[config.mk]
export PLATFORM = sky130hd
export DESIGN_NAME = i2c_regslave
export DESIGN_NICKNAME = d
export VERILOG_FILES = /design/src/rtl/i2c_rs_pkg.sv /design/src/rtl/i2c_rs_sync.sv /design/src/rtl/i2c_rs_proto.sv /design/src/rtl/i2c_rs_regs.sv /design/src/rtl/i2c_regslave.sv
export SDC_FILE = /design/constraint.sdc
export NUM_CORES = 1
export LEC_CHECK = 0
export BUFFER_PORTS_ARGS = -buffer_cell sky130_fd_sc_hd__buf_2
export CORE_MARGIN = 1.5
export CORE_UTILIZATION = 50
export DETAILED_ROUTE_END_ITERATION = 10
export PLACE_DENSITY = 0.73
export RECOVER_POWER = 100
export SLEW_MARGIN = 30
export SYNTH_ARGS = -nofsm -noshare
export SYNTH_HDL_FRONTEND = slang
export SYNTH_SLANG_ARGS = --single-unit
export TNS_END_PERCENT = 5
[constraint.sdc]
create_clock -name clk -period 2.68 [get_ports clk]
set_input_delay 0.134 -clock clk [delete_from_list [all_inputs] [get_ports clk]]
set_output_delay 0.134 -clock clk [all_outputs]
set_load 0.005 [all_outputs]
[src/rtl/i2c_rs_pkg.sv]
package i2c_rs_pkg;

  typedef enum logic [2:0] {
    ST_IDLE,
    ST_RX,
    ST_ACK,
    ST_TX,
    ST_TXACK
  } rs_state_e;

  typedef enum logic [1:0] {
    BK_ADDR,
    BK_PTR,
    BK_DATA
  } rs_kind_e;

  // Address byte hits when the upper seven bits equal the target address.
  function automatic logic addr_hit(input logic [7:0] b, input logic [6:0] own);
    return b[7:1] == own;
  endfunction

  // Flag update: a written 0 clears, a written 1 keeps, hardware sets win.
  function automatic logic [7:0] flag_next(input logic [7:0] q,
                                           input logic [7:0] set,
                                           input logic       clr_en,
                                           input logic [7:0] wdata,
                                           input logic [7:0] mask);
    logic [7:0] kept;
    kept = clr_en ? (q & wdata) : q;
    return (kept | set) & mask;
  endfunction

endpackage

[src/rtl/i2c_rs_sync.sv]
module i2c_rs_sync #(
  parameter int STAGES = 2
) (
  input  logic clk,
  input  logic rst_n,
  input  logic scl_i,
  input  logic sda_i,
  output logic sda_s,
  output logic scl_rise,
  output logic scl_fall,
  output logic start_ev,
  output logic stop_ev
);

  logic [STAGES-1:0] scl_pipe;
  logic [STAGES-1:0] sda_pipe;
  logic              scl_d;
  logic              sda_d;
  logic              scl_s;

  always_ff @(posedge clk or negedge rst_n) begin
    if (!rst_n) begin
      scl_pipe <= '1;
      sda_pipe <= '1;
      scl_d    <= 1'b1;
      sda_d    <= 1'b1;
    end else begin
      scl_pipe <= {scl_pipe[STAGES-2:0], scl_i};
      sda_pipe <= {sda_pipe[STAGES-2:0], sda_i};
      scl_d    <= scl_pipe[STAGES-1];
      sda_d    <= sda_pipe[STAGES-1];
    end
  end

  assign scl_s    = scl_pipe[STAGES-1];
  assign sda_s    = sda_pipe[STAGES-1];
  assign scl_rise = scl_s & ~scl_d;
  assign scl_fall = ~scl_s & scl_d;
  assign start_ev = scl_s & scl_d & sda_d & ~sda_s;
  assign stop_ev  = scl_s & scl_d & ~sda_d & sda_s;

endmodule

[src/rtl/i2c_rs_proto.sv]
module i2c_rs_proto
  import i2c_rs_pkg::*;
#(
  parameter logic [6:0] TGT_ADDR = 7'h68,
  parameter int         NREG     = 16,
  parameter int         PW       = $clog2(NREG)
) (
  input  logic          clk,
  input  logic          rst_n,
  input  logic          sda_s,
  input  logic          scl_rise,
  input  logic          scl_fall,
  input  logic          start_ev,
  input  logic          stop_ev,
  input  logic [7:0]    rd_byte,
  output logic          sda_oe,
  output logic [PW-1:0] ptr_q,
  output logic          ptr_inc,
  output logic          wr_en,
  output logic [7:0]    wr_data,
  output logic          snap,
  output logic          busy
);

  localparam logic [PW-1:0] LAST = PW'(NREG - 1);

  rs_state_e  st;
  rs_kind_e   kind;
  logic [7:0] shreg;
  logic [7:0] tx_sr;
  logic [3:0] bitcnt;
  logic       rw;
  logic       got_ack;
  logic       ptr_ld;
  logic       quiet;

  assign quiet = ~start_ev & ~stop_ev;

  always_comb begin
    wr_en   = 1'b0;
    ptr_inc = 1'b0;
    ptr_ld  = 1'b0;
    if (quiet && scl_fall) begin
      if (st == ST_RX && bitcnt == 4'd8) begin
        if (kind == BK_PTR)  ptr_ld = 1'b1;
        if (kind == BK_DATA) begin
          wr_en   = 1'b1;
          ptr_inc = 1'b1;
        end
      end
      if (st == ST_TX && bitcnt == 4'd7) ptr_inc = 1'b1;
    end
  end

  assign wr_data = shreg;
  assign snap    = start_ev | stop_ev | (ptr_inc & (ptr_q == LAST));
  assign busy    = (st != ST_IDLE);

  always_ff @(posedge clk or negedge rst_n) begin
    if (!rst_n) begin
      ptr_q <= '0;
    end else if (ptr_ld) begin
      ptr_q <= shreg[PW-1:0];
    end else if (ptr_inc) begin
      ptr_q <= (ptr_q == LAST) ? '0 : ptr_q + 1'b1;
    end
  end

  always_ff @(posedge clk or negedge rst_n) begin
    if (!rst_n) begin
      st      <= ST_IDLE;
      kind    <= BK_ADDR;
      shreg   <= '0;
      tx_sr   <= '0;
      bitcnt  <= '0;
      rw      <= 1'b0;
      got_ack <= 1'b0;
      sda_oe  <= 1'b0;
    end else if (start_ev) begin
      st     <= ST_RX;
      kind   <= BK_ADDR;
      bitcnt <= '0;
      sda_oe <= 1'b0;
    end else if (stop_ev) begin
      st     <= ST_IDLE;
      sda_oe <= 1'b0;
    end else begin
      case (st)
        ST_RX: begin
          if (scl_rise && bitcnt != 4'd8) begin
            shreg  <= {shreg[6:0], sda_s};
            bitcnt <= bitcnt + 4'd1;
          end else if (scl_fall && bitcnt == 4'd8) begin
            if (kind == BK_ADDR) begin
              if (addr_hit(shreg, TGT_ADDR)) begin
                st     <= ST_ACK;
                rw     <= shreg[0];
                sda_oe <= 1'b1;
              end else begin
                st <= ST_IDLE;
              end
            end else begin
              st     <= ST_ACK;
              sda_oe <= 1'b1;
            end
          end
        end
        ST_ACK: begin
          if (scl_fall) begin
            bitcnt <= '0;
            if (kind == BK_ADDR && rw) begin
              st     <= ST_TX;
              tx_sr  <= rd_byte;
              sda_oe <= ~rd_byte[7];
            end else begin
              st     <= ST_RX;
              kind   <= (kind == BK_ADDR) ? BK_PTR : BK_DATA;
              sda_oe <= 1'b0;
            end
          end
        end
        ST_TX: begin
          if (scl_fall) begin
            if (bitcnt == 4'd7) begin
              st     <= ST_TXACK;
              sda_oe <= 1'b0;
            end else begin
              tx_sr  <= {tx_sr[6:0], 1'b0};
              bitcnt <= bitcnt + 4'd1;
              sda_oe <= ~tx_sr[6];
            end
          end
        end
        ST_TXACK: begin
          if (scl_rise) begin
            got_ack <= ~sda_s;
          end else if (scl_fall) begin
            if (got_ack) begin
              st     <= ST_TX;
              bitcnt <= '0;
              tx_sr  <= rd_byte;
              sda_oe <= ~rd_byte[7];
            end else begin
              st <= ST_IDLE;
            end
          end
        end
        default: ;
      endcase
    end
  end

endmodule

[src/rtl/i2c_rs_regs.sv]
module i2c_rs_regs
  import i2c_rs_pkg::*;
#(
  parameter int         NREG       = 16,
  parameter int         TIME_BYTES = 7,
  parameter logic [7:0] FLAG_MASK  = 8'h83,
  parameter int         PW         = $clog2(NREG)
) (
  input  logic                         clk,
  input  logic                         rst_n,
  input  logic                         snap,
  input  logic [TIME_BYTES*8-1:0]      live_time,
  input  logic                         wr_en,
  input  logic [PW-1:0]                wr_addr,
  input  logic [7:0]                   wr_data,
  input  logic [PW-1:0]                rd_addr,
  input  logic [7:0]                   flag_set,
  output logic [7:0]                   rd_byte,
  output logic                         time_wr,
  output logic [PW-1:0]                time_wr_idx,
  output logic [7:0]                   time_wr_data,
  output logic [(NREG-TIME_BYTES-1)*8-1:0] cfg_regs,
  output logic [7:0]                   status,
  output logic [TIME_BYTES*8-1:0]      shadow
);

  logic [NREG*8-1:0] rd_flat;

  for (genvar i = 0; i < NREG; i++) begin : g_reg
    logic [7:0] q;
    if (i < TIME_BYTES) begin : g_time
      always_ff @(posedge clk or negedge rst_n) begin
        if (!rst_n)    q <= '0;
        else if (snap) q <= live_time[8*i +: 8];
      end
    end else if (i == NREG - 1) begin : g_flag
      always_ff @(posedge clk or negedge rst_n) begin
        if (!rst_n) q <= '0;
        else q <= flag_next(q, flag_set, wr_en && (wr_addr == PW'(i)), wr_data, FLAG_MASK);
      end
    end else begin : g_store
      always_ff @(posedge clk or negedge rst_n) begin
        if (!rst_n)                            q <= '0;
        else if (wr_en && wr_addr == PW'(i))   q <= wr_data;
      end
    end
    assign rd_flat[8*i +: 8] = q;
  end

  assign rd_byte      = rd_flat[{rd_addr, 3'b000} +: 8];
  assign time_wr      = wr_en && (int'(wr_addr) < TIME_BYTES);
  assign time_wr_idx  = wr_addr;
  assign time_wr_data = wr_data;
  assign cfg_regs     = rd_flat[(NREG-1)*8-1 : TIME_BYTES*8];
  assign status       = rd_flat[NREG*8-1 -: 8];
  assign shadow       = rd_flat[TIME_BYTES*8-1 : 0];

endmodule

[src/rtl/i2c_regslave.sv]
module i2c_regslave
  import i2c_rs_pkg::*;
#(
  parameter logic [6:0] TGT_ADDR   = 7'h68,
  parameter int         NREG       = 16,
  parameter int         TIME_BYTES = 7,
  parameter logic [7:0] FLAG_MASK  = 8'h83,
  parameter int         SYNC_STG   = 2,
  localparam int        PW         = $clog2(NREG),
  localparam int        STORE_N    = NREG - TIME_BYTES - 1
) (
  input  logic                    clk,
  input  logic                    rst_n,
  input  logic                    scl_i,
  input  logic                    sda_i,
  output logic                    sda_oe_o,
  input  logic [TIME_BYTES*8-1:0] live_time_i,
  input  logic [7:0]              flag_set_i,
  output logic                    time_wr_o,
  output logic [PW-1:0]           time_wr_idx_o,
  output logic [7:0]              time_wr_data_o,
  output logic [STORE_N*8-1:0]    cfg_regs_o,
  output logic [7:0]              status_o
);

  // Named internal events, also used by the bound checker.
  logic                    sda_s;
  logic                    scl_rise;
  logic                    scl_fall;
  logic                    start_ev;
  logic                    stop_ev;
  logic [7:0]              rd_byte;
  logic [PW-1:0]           ptr_q;
  logic                    ptr_inc;
  logic                    wr_en;
  logic [7:0]              wr_data;
  logic                    snap;
  logic                    busy;
  logic [TIME_BYTES*8-1:0] shadow;

  i2c_rs_sync #(.STAGES(SYNC_STG)) u_sync (
    .clk      (clk),
    .rst_n    (rst_n),
    .scl_i    (scl_i),
    .sda_i    (sda_i),
    .sda_s    (sda_s),
    .scl_rise (scl_rise),
    .scl_fall (scl_fall),
    .start_ev (start_ev),
    .stop_ev  (stop_ev)
  );

  i2c_rs_proto #(.TGT_ADDR(TGT_ADDR), .NREG(NREG), .PW(PW)) u_proto (
    .clk      (clk),
    .rst_n    (rst_n),
    .sda_s    (sda_s),
    .scl_rise (scl_rise),
    .scl_fall (scl_fall),
    .start_ev (start_ev),
    .stop_ev  (stop_ev),
    .rd_byte  (rd_byte),
    .sda_oe   (sda_oe_o),
    .ptr_q    (ptr_q),
    .ptr_inc  (ptr_inc),
    .wr_en    (wr_en),
    .wr_data  (wr_data),
    .snap     (snap),
    .busy     (busy)
  );

  i2c_rs_regs #(.NREG(NREG), .TIME_BYTES(TIME_BYTES), .FLAG_MASK(FLAG_MASK), .PW(PW)) u_regs (
    .clk          (clk),
    .rst_n        (rst_n),
    .snap         (snap),
    .live_time    (live_time_i),
    .wr_en        (wr_en),
    .wr_addr      (ptr_q),
    .wr_data      (wr_data),
    .rd_addr      (ptr_q),
    .flag_set     (flag_set_i),
    .rd_byte      (rd_byte),
    .time_wr      (time_wr_o),
    .time_wr_idx  (time_wr_idx_o),
    .time_wr_data (time_wr_data_o),
    .cfg_regs     (cfg_regs_o),
    .status       (status_o),
    .shadow       (shadow)
  );

endmodule

==> results of run 1 <==
worst max-delay path: cells and delay by family, from the launching register on:
kind            cells  cell delay, ps
flops               1             420
fa+ha+maj           1             260
compound gates      2             750
buf+inv             1             300
simple gates        2             430
mux                 1             320
power breakdown:
group,leakage [nW],switching (mW),total [mW],internal (mW)
clock network,0.281,1.03,2.44,1.41
registers,2.06,0.199,2.86,2.66
logic,2.11,0.321,0.771,0.450
cell families after synthesis:
group           share of synthesized area [%]
mux                                     31.12
xor+xnor                               0.3323
other cells                           0.04742
flops                                   50.73
fa+ha+maj                              0.9493
simple gates                            7.975
compound gates                          5.095
buf+inv                                 3.750
path summary, 6_finish.rpt:
check / endpoint / slack [ps] / cells after the start
worst max-delay path: u_regs.g_reg[6].q[0] / 70 / 7
worst min-delay path: u_sync.sda_pipe[0] / 350 / 2
worst max register to register: u_regs.g_reg[6].q[0] / 70 / 7
worst min register to register: u_sync.sda_pipe[1] / 360 / 0
max in group asynchronous: u_proto.rw / 680 / 3
min in group asynchronous: u_regs.g_reg[5].q[3] / 610 / 2
state kept, by name, summed over array words and instances (netlist names), 3 cells and up:
signal           count
u_proto.bitcnt       4
u_proto.ptr_q        4
u_proto.st           3
u_proto.tx_sr        7
u_proto.wr_data      8
u_regs.g.q         120
u_regs.status        3
layer usage:
layer	routed length [um]	track usage, %	vias up
met5	0	0	-
met4	381	7.601	0
met3	1208	6.486	34
met2	10550	45.86	184
met1	9068	35.51	2899
li1	-	-	2512
cells in the mapped netlist, types with 2 or more instances:
master	n
dfrtp_1	154
mux2_2	91
mux2_4	40
nand2_1	29
mux4_2	26
mux2i_1	25
clkbuf_1	19
o21ai_0	17
nor2_1	13
nand3b_1	11
buf_2	10
nand2b_1	10
nand3_1	9
inv_1	8
a21oi_1	6
buf_4	6
dfstp_2	6
ha_1	6
nor2b_1	6
o221ai_1	5
a31oi_1	4
buf_12	4
a21o_1	3
and3b_1	3
nand4_1	3
nor3_1	3
nor3b_1	3
o31ai_1	3
or2_2	3
a211oi_1	2
a221o_1	2
nand4b_1	2
o22ai_1	2
o32ai_1	2
or3_1	2
xor2_1	2
metrics by stage:
step / hold slack (ps) / util (%) / cell area [um2] / setup WS, ps / std cells
3_5_place_dp: 134.4 / 57.97 / 8879 / 206.3 / 908
6_report: 352.6 / 64.52 / 9881 / 73.42 / 1002
5_1_grt: 345.5 / 64.52 / 9881 / 18.80 / 1002
2_1_floorplan: -161.6 / - / 7923 / 490.9 / 573
3_3_place_gp: 126.4 / 57.97 / 8879 / 222.1 / 908
4_1_cts: 246.8 / 65.93 / 10100 / 120.8 / 1002
layout by cell type, fill, tap and decap left out, drive strengths merged, types with 3 or more instances in the layout:
cell type and n:
nand4 3, nand3 9, o221ai 5, inv 11
nor2 14, nor3b 4, clkinv 5, nand2b 10
dfstp 6, dfrtp 154, nor3 4, buf 98
o21ai 17, o31ai 3, a31oi 4, a21oi 6
clkbuf 86, or2 3, clkinvlp 4, ha 6
nand3b 11, and3b 4, mux2 131, nand2 29
dlygate4sd3 62, conb 5, nor2b 6, mux4 26
a21o 3, mux2i 25
area by class of cell:
type                       count  area, um2  share of cell area (%)
clock buffer                  18      439.2                   4.445
clock inverter                14      158.9                   1.608
inverter                       8      30.03                  0.3039
multi-input combinational    363       3527                   35.70
sequential                   160       4013                   40.61
tap                          211      264.0                   2.672
timing repair buffer         228       1449                   14.66
==> flow_metrics.env, run 1 <==
export IMPL_status="finished clean"
export IMPL_cts_resized=0
export IMPL_rsz0062_at_grt="no"
export IMPL_cpMaxStageDelayCell="a41oi_4"
export IMPL_worst_pin_slew_ps=1473
export IMPL_syn_area_per_cell_um2=13.90
export IMPL_synth_cell_types=65
export IMPL_die_h_um=128.8
export IMPL_coreArea_mm2=0.01531
export IMPL_cts_tree="built"
export IMPL_max_vdd_ir_drop_mv=0.4795
export IMPL_n_antenna_cell=0
export IMPL_setup_viol=0
export IMPL_max_freq_mhz=383.6
export IMPL_ys_warnings_count=0
export IMPL_grt_ovfl_total=0
export IMPL_numPortBuffers=143
export IMPL_clk_path_buf_depth=2
export IMPL_power_leakage_nw=4.459
export IMPL_crit_path_max_incr_delay_ps=490
export IMPL_drcViolationCount=0
export IMPL_slew_headroom_pct=1.805
export IMPL_vias_per_cell=5.618
export IMPL_hold_viol=0
export IMPL_cts_sinks=160
export IMPL_post_route_min_period_ps=2607
export IMPL_die_width_um=128.8
export IMPL_drive_gt1_share_pct=35.90
export IMPL_track_usage_pct=27.26
export IMPL_fin_crit_sh_pct=97.26
export IMPL_cp_start_kind="flop"
export IMPL_fin_skew_ps=8.353
export IMPL_synth_seq_cells=160
export IMPL_antenna_left=0
export IMPL_ys_async_sr_fraction_pct=100.0
export IMPL_rows=45
export IMPL_grt_pass1_wl_um=33820
export IMPL_yosys_area_top_type="dfrtp_1"
export IMPL_hold_start="sda_i"
export IMPL_clkTransAtPathRegs_ps=70
export IMPL_dr_pass1_iters=4
export IMPL_slew_violations=0
export IMPL_crit_start="u_proto.bitcnt[0]"
export IMPL_max_cap_violations=0
export IMPL_ios=154
export IMPL_worstPathMaxFanout=5
export IMPL_arrival_ps=2920
export IMPL_syn_to_final_growth_pct=24.95
export IMPL_vias=5629
export IMPL_crit_required_ps=2990
export IMPL_netlist_area_mm2=0.007908
export IMPL_dieArea_mm2=0.01658
export IMPL_routed_wl_um=21210
export IMPL_endpoint_kind="flop"
export IMPL_reg2reg_from="u_proto.bitcnt[0]"
export IMPL_drt_wirelength_per_cell_um=21.16
export IMPL_insertion_delay_ps=430
export IMPL_layout_nets=852
export IMPL_nFillCells=1205
export IMPL_h_tree_depth=4
export IMPL_path_cells="ha_1 -> and3b_1 -> a32o_1 -> and2_4 -> a41oi_4 -> clkbuf_2 -> mux2_4"
export IMPL_place_congestion=0.8959
export IMPL_grt_antenna_before_repair=0
export IMPL_initial_core_util_pct=51.63
export IMPL_cts_root_buf="clkbuf_16"
export IMPL_hold_buffers=62
export IMPL_grt_pass1_vias=6025
export IMPL_critPathKind="reg -> reg"
export IMPL_total_power_mw=6.073
export IMPL_synth_top_area_share_pct=48.73
export IMPL_ys_top_cells_by_area="dfrtp_1 (49%), mux2_2 (13%), mux2_4 (7.6%)"
export IMPL_syn_inst=569
export IMPL_power_density_mw_per_mm2=614.6
export IMPL_post_dp_hpwl_um=14510
export IMPL_cts_setup_buffers=0
export IMPL_synth_edf_count=0
export IMPL_hold_class="in -> reg"
export IMPL_setup_tns_ps=0
export IMPL_yosys_most_used_dff="dfrtp_1"
export IMPL_synth_seq_area_share_pct=50.73
export IMPL_drt_initial_drc_count=338
export IMPL_grt_max_degree=60
export IMPL_cts_inserted_buffers=17
Note: power is estimated with default switching activity, not from simulation.
==> run 2, diff against run 1 <==
--- a/config.mk
+++ b/config.mk
@@ -14,5 +14,6 @@
 export SLEW_MARGIN = 30
 export SYNTH_ARGS = -nofsm -noshare
 export SYNTH_HDL_FRONTEND = slang
+export SYNTH_HIERARCHICAL = 1
 export SYNTH_SLANG_ARGS = --single-unit
 export TNS_END_PERCENT = 5
==> run 2 against run 1 <==
- the run now ends with max-capacitance violations, max-slew violations left
- die area is 1.3% lower
- global-route usage is essentially flat
- clock power up 3%
- setup slack better by 59 ps
- sequential share of layout area is 0.38 points lower
- final cell count shrank 1.4%
- count of clock-buffer cells in the layout rose by 7
- synthesized area is 1.3% lower
- sequential cell count is the same
- critical path type unchanged
==> flow_metrics.env, run 2 <==
export IMPL_syn_inst=560
export IMPL_max_cap_violations=1
export IMPL_instances_no_fill=988
export IMPL_worst_pin_slew_ps=1855
export IMPL_die_h_um=127.9
export IMPL_hold_viol=0
export IMPL_fin_crit_sh_pct=95.08
export IMPL_cts_sinks=160
export IMPL_crit_required_ps=3000
export IMPL_largest_reg_flops=120
export IMPL_post_route_min_period_ps=2548
export IMPL_hold_worst_slack_ps=356.2
export IMPL_n_antenna_cell=0
export IMPL_netlist_area_mm2=0.007802
export IMPL_cp_start_kind="flop"
export IMPL_endpoint_kind="flop"
export IMPL_max_freq_mhz=392.5
export IMPL_slew_violations=72
export IMPL_power_density_mw_per_mm2=634.6
export IMPL_total_power_mw=6.329
export IMPL_cts_root_buf="clkbuf_16"
export IMPL_clkTransAtPathRegs_ps=60
export IMPL_drt_initial_drc_count=530
export IMPL_rows=45
export IMPL_grt_pass1_wl_um=33690
export IMPL_top_register="u_regs/g.q"
export IMPL_ys_warnings_count=6
export IMPL_numPortBuffers=143
export IMPL_hold_class="reg -> reg"
export IMPL_drcViolationCount=0
export IMPL_cts_setup_buffers=0
export IMPL_clk_path_buf_depth=2
export IMPL_vias=5693
export IMPL_post_dp_hpwl_um=13890
export IMPL_grt_max_degree=73
export IMPL_track_usage_pct=27.25
export IMPL_power_leakage_nw=4.605
export IMPL_arrival_ps=2860
export IMPL_h_tree_depth=4
export IMPL_setup_tns_ps=0
export IMPL_setup_viol=0
export IMPL_drive_gt1_share_pct=43.50
export IMPL_cts_tree="built"
export IMPL_initial_core_util_pct=51.33
export IMPL_grt_antenna_before_repair=0
export IMPL_layout_common_cells="dfrtp_1 (153), mux2_2 (141), buf_2 (110)"
export IMPL_slew_headroom_pct=-23.69
export IMPL_place_congestion=0.8939
export IMPL_coreArea_mm2=0.01520
export IMPL_dp_cells=894
export IMPL_max_vdd_ir_drop_mv=0.5598
export IMPL_routed_wl_um=21150
export IMPL_grt_ovfl_total=0
export IMPL_dieArea_mm2=0.01636
export IMPL_failed_checks="max-capacitance violations, max-slew violations"
export IMPL_drt_wirelength_per_cell_um=21.41
export IMPL_ios=154
export IMPL_worstPathMaxFanout=24
export IMPL_layout_nets=858
export IMPL_antenna_left=0
export IMPL_grt_pass1_vias=6176
export IMPL_final_common_cell="dfrtp_1"
export IMPL_die_width_um=127.9
export IMPL_cts_inserted_buffers=17
export IMPL_status="finished, violations left"
export IMPL_syn_area_per_cell_um2=13.93
export IMPL_fin_util_pct=65.60
export IMPL_dr_pass1_iters=4
export IMPL_critPathKind="reg -> reg"
export IMPL_vias_per_cell=5.762
export IMPL_fin_skew_ps=12.51
export IMPL_syn_to_final_growth_pct=27.82
export IMPL_rsz0062_at_grt="no"
export IMPL_insertion_delay_ps=430
[run 2: cell types whose count changed in the layout (fill, tap and decap cells not counted), moves of 9 or more]
cell,delta
mux2_1,-16
mux2_2,+50
mux2i_1,-15
nand2_1,-19
buf_2,+25
clkbuf_1,-9
mux2_4,-13
[run 2: path summary, 6_finish.rpt]
kind / start / end / slack (ps) / cells past startpoint
setup / recovery: u_proto/ptr_q[1] / u_proto/tx_sr[6] / 130 / 6
hold reg to reg: u_sync/sda_pipe[0] / u_sync/sda_pipe[1] / 360 / 0
hold / removal: u_sync/sda_pipe[0] / u_sync/sda_pipe[1] / 360 / 0
setup reg to reg: u_proto/ptr_q[1] / u_proto/tx_sr[6] / 130 / 6
min in group asynchronous: rst_n / u_regs/g_reg[6].q[3] / 730 / 2
max in group asynchronous: rst_n / u_regs/g_reg[11].q[4] / 480 / 3
[run 2: metal layers]
metal	track usage, %	part of all wire, %	vias up
li1	-	-	2527
met1	35.67	43	2945
met2	44.34	50	186
met3	6.845	5.5	35
met4	9.848	1.9	0
met5	0	0	-
[run 2: repair_timing]
action,CTS,global route
hold endpoints to repair,125,0
hold buffers,62,0
resized for setup,0,2
endpoints found under the setup margin,0,1
[run 2: layout make-up]
class	instances	area (um2)
Inverter	7	26.28
Sequential cell	160	4013
Multi-Input combinational cell	354	3461
Tap cell	188	235.2
Fill cell	1163	5229
Timing Repair Buffer	247	1629
Clock inverter	7	123.9
Clock buffer	25	485.5
[run 2: metrics by stage]
step	worst slack (ps)	area (um2)
after floorplan	22.88	7819
after global placement	163.8	8914
after detailed placement	168.6	8914
after CTS	23.94	10140
after global routing	7.243	9973
final	132.0	9973
[run 2: critical path: stages, from the launching register on]
cell and delay (ps):
dfrtp_1 700, clkbuf_2 590, nand2b_1 240, o21ai_0 260
o31ai_1 100, mux2_2 280, mux2_2 260
[run 2: where the power goes]
part	leakage (nW)	internal, mW	switching [mW]
logic	2.25	0.468	0.313
registers	2.06	2.68	0.346
clock network	0.293	1.55	0.969
==> run 3, diff against run 2 <==
--- a/config.mk
+++ b/config.mk
@@ -6,6 +6,7 @@
 export NUM_CORES = 1
 export LEC_CHECK = 0
 export BUFFER_PORTS_ARGS = -buffer_cell sky130_fd_sc_hd__buf_2
+export CORE_ASPECT_RATIO = 1.2
 export CORE_MARGIN = 1.5
 export CORE_UTILIZATION = 50
 export DETAILED_ROUTE_END_ITERATION = 10
@@ -16,4 +17,4 @@
 export SYNTH_HDL_FRONTEND = slang
 export SYNTH_HIERARCHICAL = 1
 export SYNTH_SLANG_ARGS = --single-unit
-export TNS_END_PERCENT = 5
+export TNS_END_PERCENT = 10
==> run 3 against run 2 <==
- the flow still finishes with violations (max-capacitance violations, max-slew violations)
- critical endpoint is now u_regs/g_reg[3].q[1]
- wire length fell by 4.2%
- highest routed layer unchanged
- sequential power fell by 2%
- first-iteration DRC count fell by 50%
- count of clock-buffer cells in the layout fell by 5
- cell area rose by 0.51%
- maximum frequency rose by 0.17%
- combinational power rose by 4.2%
==> flow_metrics.env, run 3 (same netlist as run 2, synthesis figures left out) <==
export IMPL_arrival_ps=2850
export IMPL_max_cap_violations=1
export IMPL_nFillCells=1159
export IMPL_max_freq_mhz=393.1
export IMPL_power_density_mw_per_mm2=634.3
export IMPL_dp_cells=913
export IMPL_endpoint_kind="flop"
export IMPL_post_route_min_period_ps=2544
export IMPL_die_width_um=117.0
export IMPL_critPathKind="reg -> reg"
export IMPL_reg2reg_from="u_proto/bitcnt[0]"
export IMPL_cpMaxStageDelayCell="dfrtp_1"
export IMPL_setup_viol=0
export IMPL_numPortBuffers=143
export IMPL_cts_root_buf="clkbuf_16"
export IMPL_instances_no_fill=1011
export IMPL_hold_worst_slack_ps=355.1
export IMPL_place_ws_ps=90.60
export IMPL_total_power_mw=6.358
export IMPL_layout_common_cells="dfrtp_1 (154), mux2_2 (144), buf_2 (98)"
export IMPL_crit_path_max_incr_delay_ps=420
export IMPL_fin_util_pct=66.20
export IMPL_max_vdd_ir_drop_mv=0.4141
export IMPL_grt_pass1_wl_um=32620
export IMPL_n_antenna_cell=0
export IMPL_routed_wl_um=20270
export IMPL_grt_pass1_vias=6081
export IMPL_drcViolationCount=0
export IMPL_multi_input_area_mm2=0.003460
export IMPL_drive_gt1_share_pct=43.25
export IMPL_track_usage_pct=26.36
export IMPL_hold_start="scl_i"
export IMPL_rows=49
export IMPL_coreArea_mm2=0.01514
export IMPL_clk_path_buf_depth=2
export IMPL_worst_pin_slew_ps=1984
export IMPL_grt_max_degree=80
export IMPL_ios=154
export IMPL_postLayoutCellArea_mm2=0.01002
export IMPL_syn_to_final_growth_pct=28.48
export IMPL_rsz0062_at_grt="no"
export IMPL_largest_reg_flops=120
export IMPL_cts_tree="built"
export IMPL_antenna_left=0
export IMPL_slew_violations=80
export IMPL_post_dp_hpwl_um=13870
export IMPL_clkTransAtPathRegs_ps=60
export IMPL_drt_initial_drc_count=263
export IMPL_cts_inserted_buffers=17
export IMPL_final_common_cell="dfrtp_1"
export IMPL_path_cells="inv_1 -> ha_1 -> nand3b_1 -> buf_4 -> nor3_1 -> o21ai_0 -> o21ai_4 -> buf_6 -> mux2_2"
export IMPL_crit_required_ps=2990
export IMPL_vias=5659
export IMPL_drt_wirelength_per_cell_um=20.05
export IMPL_dr_pass1_iters=5
export IMPL_insertion_delay_ps=430
export IMPL_top_register="u_regs/g.q"
export IMPL_setup_tns_ps=0
export IMPL_seqCellArea_mm2=0.004011
export IMPL_hold_viol=0
export IMPL_cp_start_kind="flop"
export IMPL_placed_area_mm2=0.008944
export IMPL_hold_class="in -> reg"
export IMPL_power_leakage_nw=4.596
export IMPL_crit_start="u_proto/bitcnt[0]"
export IMPL_die_h_um=139.8
export IMPL_status="finished, violations left"
export IMPL_place_congestion=0.8883
export IMPL_h_tree_depth=4
export IMPL_grt_antenna_before_repair=0
export IMPL_cts_sinks=160
export IMPL_worstPathMaxFanout=29
export IMPL_dieArea_mm2=0.01637
export IMPL_initial_core_util_pct=51.52
export IMPL_grt_ovfl_total=0
export IMPL_fin_crit_sh_pct=94.92
export IMPL_fin_skew_ps=9.613
export IMPL_failed_checks="max-capacitance violations, max-slew violations"
export IMPL_slew_headroom_pct=-32.29
export IMPL_layout_nets=865
export IMPL_vias_per_cell=5.597
export IMPL_setup_slack_ps=136.2
## run 3: final timing paths
path	endpoint	slack [ps]	cells after the start
hold reg to reg	u_sync/sda_pipe[1]	360	0
setup / recovery	u_regs/g_reg[3].q[1]	140	9
setup reg to reg	u_regs/g_reg[3].q[1]	140	9
hold / removal	u_sync/scl_pipe[0]	360	2
max in group asynchronous	u_regs/g_reg[5].q[3]	530	3
min in group asynchronous	u_regs/g_reg[10].q[2]	820	2
## run 3: routing by layer
layer / share of wire [%] / GRT usage, %
met1: 40 / 33.17
met2: 51 / 43.71
met3: 5.5 / 6.577
met4: 2.6 / 9.956
met5: 0 / 0
## run 3: final cells by class
class	instances	area share (%)
multi-input cells	354	34.51
inverters	7	0.2621
clock inverters	12	1.822
repair buffers	254	16.39
well taps	204	2.546
flip-flops and latches	160	40.02
clock buffers	20	4.456
## run 3: power breakdown
group          internal (mW)  switching, mW
registers               2.68          0.286
clock network           1.59          0.983
logic                  0.473          0.342
## run 3: critical path, delay by kind of cell, from the launching register on
kind            cells  cell delay, ps
buf+inv             3             570
compound gates      2             470
mux                 1             380
fa+ha+maj           1             140
simple gates        2             420
flops               1             420
## run 3: what timing repair did
action / 4_1_cts / 5_1_grt
pin swaps: 0 / 2
resized for setup: 2 / 3
hold buffers: 62 / 0
endpoints found under the setup margin: 1 / 6
setup buffers: 0 / 4
hold endpoints to repair: 138 / 0
